--- config.mk ---
export PLATFORM = sky130hd
export DESIGN_NAME = e1_fp_gen
export DESIGN_NICKNAME = d
export VERILOG_FILES = /design/src/rtl/e1_fp_gen.sv
export SDC_FILE = /design/constraint.sdc
export NUM_CORES = 1
export LEC_CHECK = 0
export CAP_MARGIN = 20
export CORE_ASPECT_RATIO = 1.25
export CORE_MARGIN = 1.5
export CORE_UTILIZATION = 33
export DETAILED_ROUTE_END_ITERATION = 16
export PLACE_DENSITY = 0.53
export SETUP_SLACK_MARGIN = 0.5
export SYNTH_ARGS = -nofsm -noshare
export SYNTH_HDL_FRONTEND = slang
export SYNTH_SLANG_ARGS = --single-unit
export TNS_END_PERCENT = 10
--- constraint.sdc ---
create_clock -name clk -period 2.1 [get_ports clk]
set_input_delay 0.42 -clock clk [delete_from_list [all_inputs] [get_ports clk]]
set_output_delay 0.42 -clock clk [all_outputs]
set_load 0.05 [all_outputs]
--- src/rtl/e1_fp_gen.sv ---
`timescale 1ns/1ps
module e1_fp_gen #(
  parameter int TS_BITS = 8,
  parameter int TS_NUM  = 32,
  parameter int MF_LEN  = 16
) (
  input  logic       clk,
  input  logic       rst,
  input  logic       frame_sync,
  input  logic       crc_mf_sync,
  input  logic       sig_mf_sync,
  input  logic       crc_mf_en,
  input  logic       sig_mf_en,
  input  logic [1:0] sel,
  input  logic       alt,
  input  logic       inv,
  input  logic       ts_win,
  output logic       fp_out
);
  localparam int FRAME_BITS = TS_BITS * TS_NUM;
  localparam int BW         = $clog2(FRAME_BITS);
  localparam int MW         = $clog2(MF_LEN);
  localparam int HALF       = FRAME_BITS / 2;

  logic [BW-1:0] bit_cnt;
  logic [MW-1:0] crc_fr, sig_fr;
  logic [2:0]    ph;
  logic          lvl, fp_q, active;
  logic [3:0]    cfg_q;

  wire [3:0] cfg      = {ts_win, alt, sel};
  wire       cfg_chg  = cfg != cfg_q;
  wire       frm_end  = frame_sync || (bit_cnt == BW'(FRAME_BITS - 1));
  wire       at_start = bit_cnt == '0;
  wire [2:0] ev       = {at_start && sig_fr == '0, at_start && crc_fr == '0, at_start};
  wire [2:0] ph_eff   = cfg_chg ? 3'b000 : ph;
  wire [2:0] fire     = ev & ~(ph_eff & {3{alt}});
  wire       lvl_eff  = cfg_chg ? 1'b0 : lvl;
  wire       in_win   = (bit_cnt < BW'(TS_BITS)) ||
                        (bit_cnt >= BW'(HALF) && bit_cnt < BW'(HALF + TS_BITS));

  always_comb begin
    if (ts_win) active = in_win;
    else begin
      case (sel)
        2'b00:   active = fire[0];
        2'b01:   active = fire[1];
        2'b10:   active = fire[2];
        default: active = fire[2] | lvl_eff;
      endcase
    end
  end

  always_ff @(posedge clk) begin
    if (rst) begin
      bit_cnt <= '0;
      crc_fr  <= '0;
      sig_fr  <= '0;
      ph      <= '0;
      lvl     <= 1'b0;
      fp_q    <= inv;
      cfg_q   <= cfg;
    end else begin
      bit_cnt <= frm_end ? '0 : bit_cnt + 1'b1;
      if (crc_mf_en && crc_mf_sync) crc_fr <= '0;
      else if (frm_end) crc_fr <= (crc_fr == MW'(MF_LEN - 1)) ? '0 : crc_fr + 1'b1;
      if (sig_mf_en && sig_mf_sync) sig_fr <= '0;
      else if (frm_end) sig_fr <= (sig_fr == MW'(MF_LEN - 1)) ? '0 : sig_fr + 1'b1;
      ph      <= ph_eff ^ ev;
      lvl     <= fire[1] ? 1'b0 : (fire[2] ? 1'b1 : lvl_eff);
      fp_q    <= active ^ inv;
      cfg_q   <= cfg;
    end
  end

  assign fp_out = fp_q;

  p_rst_idle_r1: assert property (@(posedge clk) rst |=> fp_out == $past(inv));

  p_ts_window_r3: assert property (@(posedge clk) disable iff (rst)
    (ts_win && bit_cnt == BW'(TS_BITS / 2)) |=> fp_out != $past(inv));

  p_first_bit_only_r4: assert property (@(posedge clk) disable iff (rst)
    (!ts_win && sel != 2'b11 && bit_cnt != '0) |=> fp_out == $past(inv));

  p_frame_pulse_r4: assert property (@(posedge clk) disable iff (rst)
    (!ts_win && sel == 2'b00 && !alt && bit_cnt == '0) |=> fp_out != $past(inv));
endmodule

==> metrics <==
outcome completed; RSZ-0062 raised after global routing true; number of antenna violations at the first check in global routing 0; Fin Setup TNS 0 ns; final worst clock skew just over 0.004 ns; fraction of registers with async set/reset 0%; final hold slack around 0.37 ns; Chip Width approximately 57 um; via count of the first global-routing pass 919; max-slew headroom at the worst pin between 60% and 70%; R2R cell count 5; total of warnings raised by yosys 0; most frequently used cell type in the post-synthesis netlist dfxtp_1; clock transition at the registers of the reported paths around 0.080 ns; Leakage roughly 0.64 nW; sequential share of the synthesized area a little over two fifths; Slew @ Worst Pin just under 0.5 ns; area share of the largest cell type after synthesis a little over two fifths; clock latency on the worst-skew pair about 0.27 ns; Initial Util around a third; top cell family by delay on the critical path simple AND/OR/NAND/NOR gates; floorplan row count 24; routed vias/inst about 4.9; clock tree from TritonCTS built; start point of the worst min-delay path alt; Max rail drop VDD roughly 0.00034 V; category of the worst setup path capture point flip-flop; GRT Resource Usage Total a little under an eighth; flip-flop and latch count after synthesis 25; crit path max-delay cell type or4_4; dominant cells by area after synthesis dfxtp_1 (42%), xor2_1 (8.8%), nor2_1 (7.5%); clock sink total 25; total iterations of the first detailed-routing run 4; area added between synthesis and finish 32.6%; routability congestion estimate approximately 0.74; number of buffers added on ports 12; post-synthesis average cell area ~8.7 um2; Final Hold Vio Count 0; netlist area before placement about 1200 um2; endpoint of the worst setup timing path ph[1]$_SDFF_PP0_; total non-filler cell area in the finished layout between 1500 and 2000 um2; final cell count without fillers 200; count of maximum capacitance violations 0; highest clock frequency the design can meet 0.617 GHz; shortest clock period the worst path allows after layout between 1.5 and 2 ns; Post-synth EDFFs 0; number of nets with antenna violations after detailed routing 0; Core Footprint 3480 um2; Syn Nets 155; Setup Crit Path Kind flip-flop to flip-flop; total instance count after detailed placement 189; pwr dens between 600 and 700 nW/um2; count of H-tree levels built during CTS 1; share of final-layout standard cells stronger than drive strength 1 a little over a quarter; ant diodes 0; total via count in the routed design approximately 980; Worst R2R Setup Slack between 0.4 and 0.5 ns; DRT Wirelength 2280 um; fill cell instance count of the final layout 338; Yosys cell types 30; clock root buffer clkbuf_8; Final nets 180; most common library cells after synthesis dfxtp_1 (25), nor2_1 (24), a21oi_1 (12), xor2_1 (12), nand2_1 (10); hold buffer count at CTS 0; critical path cell sequence or4_4 > and2b_2 > nand3_1 > xnor2_1 > nor2_1; Routed WL per cell 11.4 um; number of clock buffers inserted by TritonCTS 3; hold crit path type input port to flip-flop; R2R Path End ph[1]$_SDFF_PP0_; count of buffering cells on the critical path with inverters included 0; number of violations reported at the end of detailed-routing iteration 0 14; die extent in y approximately 70 um; detailed placer's ending HPWL 1650 um; Top Ports 13; Worst Path Arrival 1.79 ns; gate count after technology mapping 137; final core utilization 45.5%; area of the die 4000 um2; DRC violations left 0; global-route wire length before repair roughly 3700 um; cell area after placement between 1000 and 1500 um2; maximum fanout count along the critical path 4; final period utilization approximately 77%; CTS Buffer Depth 2; Slowest Stage Delay on Critical Path 0.55 ns; number of gates on the worst path with buffers counted 5; most area-hungry cell type in the Yosys netlist dfxtp_1; pin count of the biggest net entering global routing 14; startpoint of the most critical setup path bit_cnt[6]$_SDFF_PP0_; origin of the critical flop-to-flop path bit_cnt[6]$_SDFF_PP0_; top flip-flop cell by instance count after synthesis dfxtp_1; worst endpoint required time approximately 2.3 ns; pins over their slew limit 0; category of the worst setup path launch point flip-flop; remaining global-route overflow 0; number of endpoints failing setup at the final stage 0
==> how the worst min path moves through the flow <==
stage	to	cells after the start
floorplan	bit_cnt[0]$_SDFF_PP0_	1
global placement	bit_cnt[0]$_SDFF_PP0_	1
detailed placement	bit_cnt[0]$_SDFF_PP0_	1
CTS	cfg_q[1]$_DFF_P_	1
global route	cfg_q[2]$_DFF_P_	1
finish	cfg_q[2]$_DFF_P_	1
==> area by class of cell <==
type,instances,area [um2],area share (%)
multi-input cells,102,751,47.3
flip-flops and latches,25,510,32.2
repair buffers,23,205,12.9
well taps,39,48.8,3.08
clock buffers,4,45.0,2.84
inverters,7,26.3,1.66
==> worst register-to-register path, cell delays in order (launching register included) <==
cell     delay [ns]
dfxtp_2        0.34
or4_4          0.55
and2b_2        0.27
nand3_1        0.13
xnor2_1        0.18
nor2_1         0.05
==> report_power, final <==
part,total [mW],internal [mW],switching [mW]
logic,0.169,0.0844,0.0847
clock network,0.283,0.136,0.147
registers,0.510,0.495,0.0143
total,0.961,0.715,0.246
==> routing by layer <==
| layer | global-route usage [%] | routed length (um) | up-vias |
|---|---|---|---|
| met5 | 0 | 0 | - |
| met4 | 4.65 | 31 | 0 |
| met3 | 2.22 | 65 | 4 |
| met2 | 20.0 | 1130 | 10 |
| met1 | 13.7 | 1060 | 453 |
| li1 | - | - | 511 |
==> flip-flops by register name, indices dropped and copies added (netlist names) <==
| name | cells |
|---|---|
| ph | 3 |
| crc_fr | 4 |
| lvl | 1 |
| fp_out | 1 |
| bit_cnt | 8 |
| sig_fr | 4 |
| cfg_q | 4 |
==> metrics by stage <==
stage          setup WS (ns)  power, mW
3_5_place_dp          0.0181      0.666
2_1_floorplan          0.503      0.611
5_1_grt                0.373       1.01
6_report               0.479      0.961
4_1_cts                0.323      0.948
3_3_place_gp          0.0666      0.664
==> cell usage in the layout, fill, tap and decap left out, drive strengths merged, types with 2 or more instances in the layout <==
| cell | Yosys | routed |
|---|---|---|
| a21oi | 12 | 12 |
| nand3 | 5 | 5 |
| or4 | 3 | 3 |
| a21o | 2 | 2 |
| a31oi | 2 | 2 |
| nand2 | 10 | 10 |
| xnor2 | 4 | 4 |
| ha | 6 | 6 |
| nor2 | 24 | 24 |
| dlymetal6s2s | 0 | 2 |
| o21ai | 3 | 3 |
| nor3b | 2 | 2 |
| clkdlybuf4s50 | 0 | 8 |
| inv | 7 | 7 |
| buf | 0 | 11 |
| and3 | 2 | 2 |
| nor4 | 3 | 3 |
| clkbuf | 3 | 4 |
| dlygate4sd2 | 0 | 2 |
| dfxtp | 25 | 25 |
| xor2 | 12 | 12 |
| and2 | 2 | 2 |
==> what timing repair did <==
item	CTS	global route
setup buffers	0	7
endpoints found under the setup margin	16	15
gates resized for setup	3	28
cloned	0	0
pin swaps	1	6
==> cells by family after synthesis <==
family	share of synthesized area [%]
buffers and inverters	3.14
DFF	41.8
adders and majority gates	6.28
and+or+nand+nor	24.6
AOI/OAI and AO/OA	11.6
xor gates and xnor gates	11.7
muxes	0.837
Power figures use the tool's default switching activity.
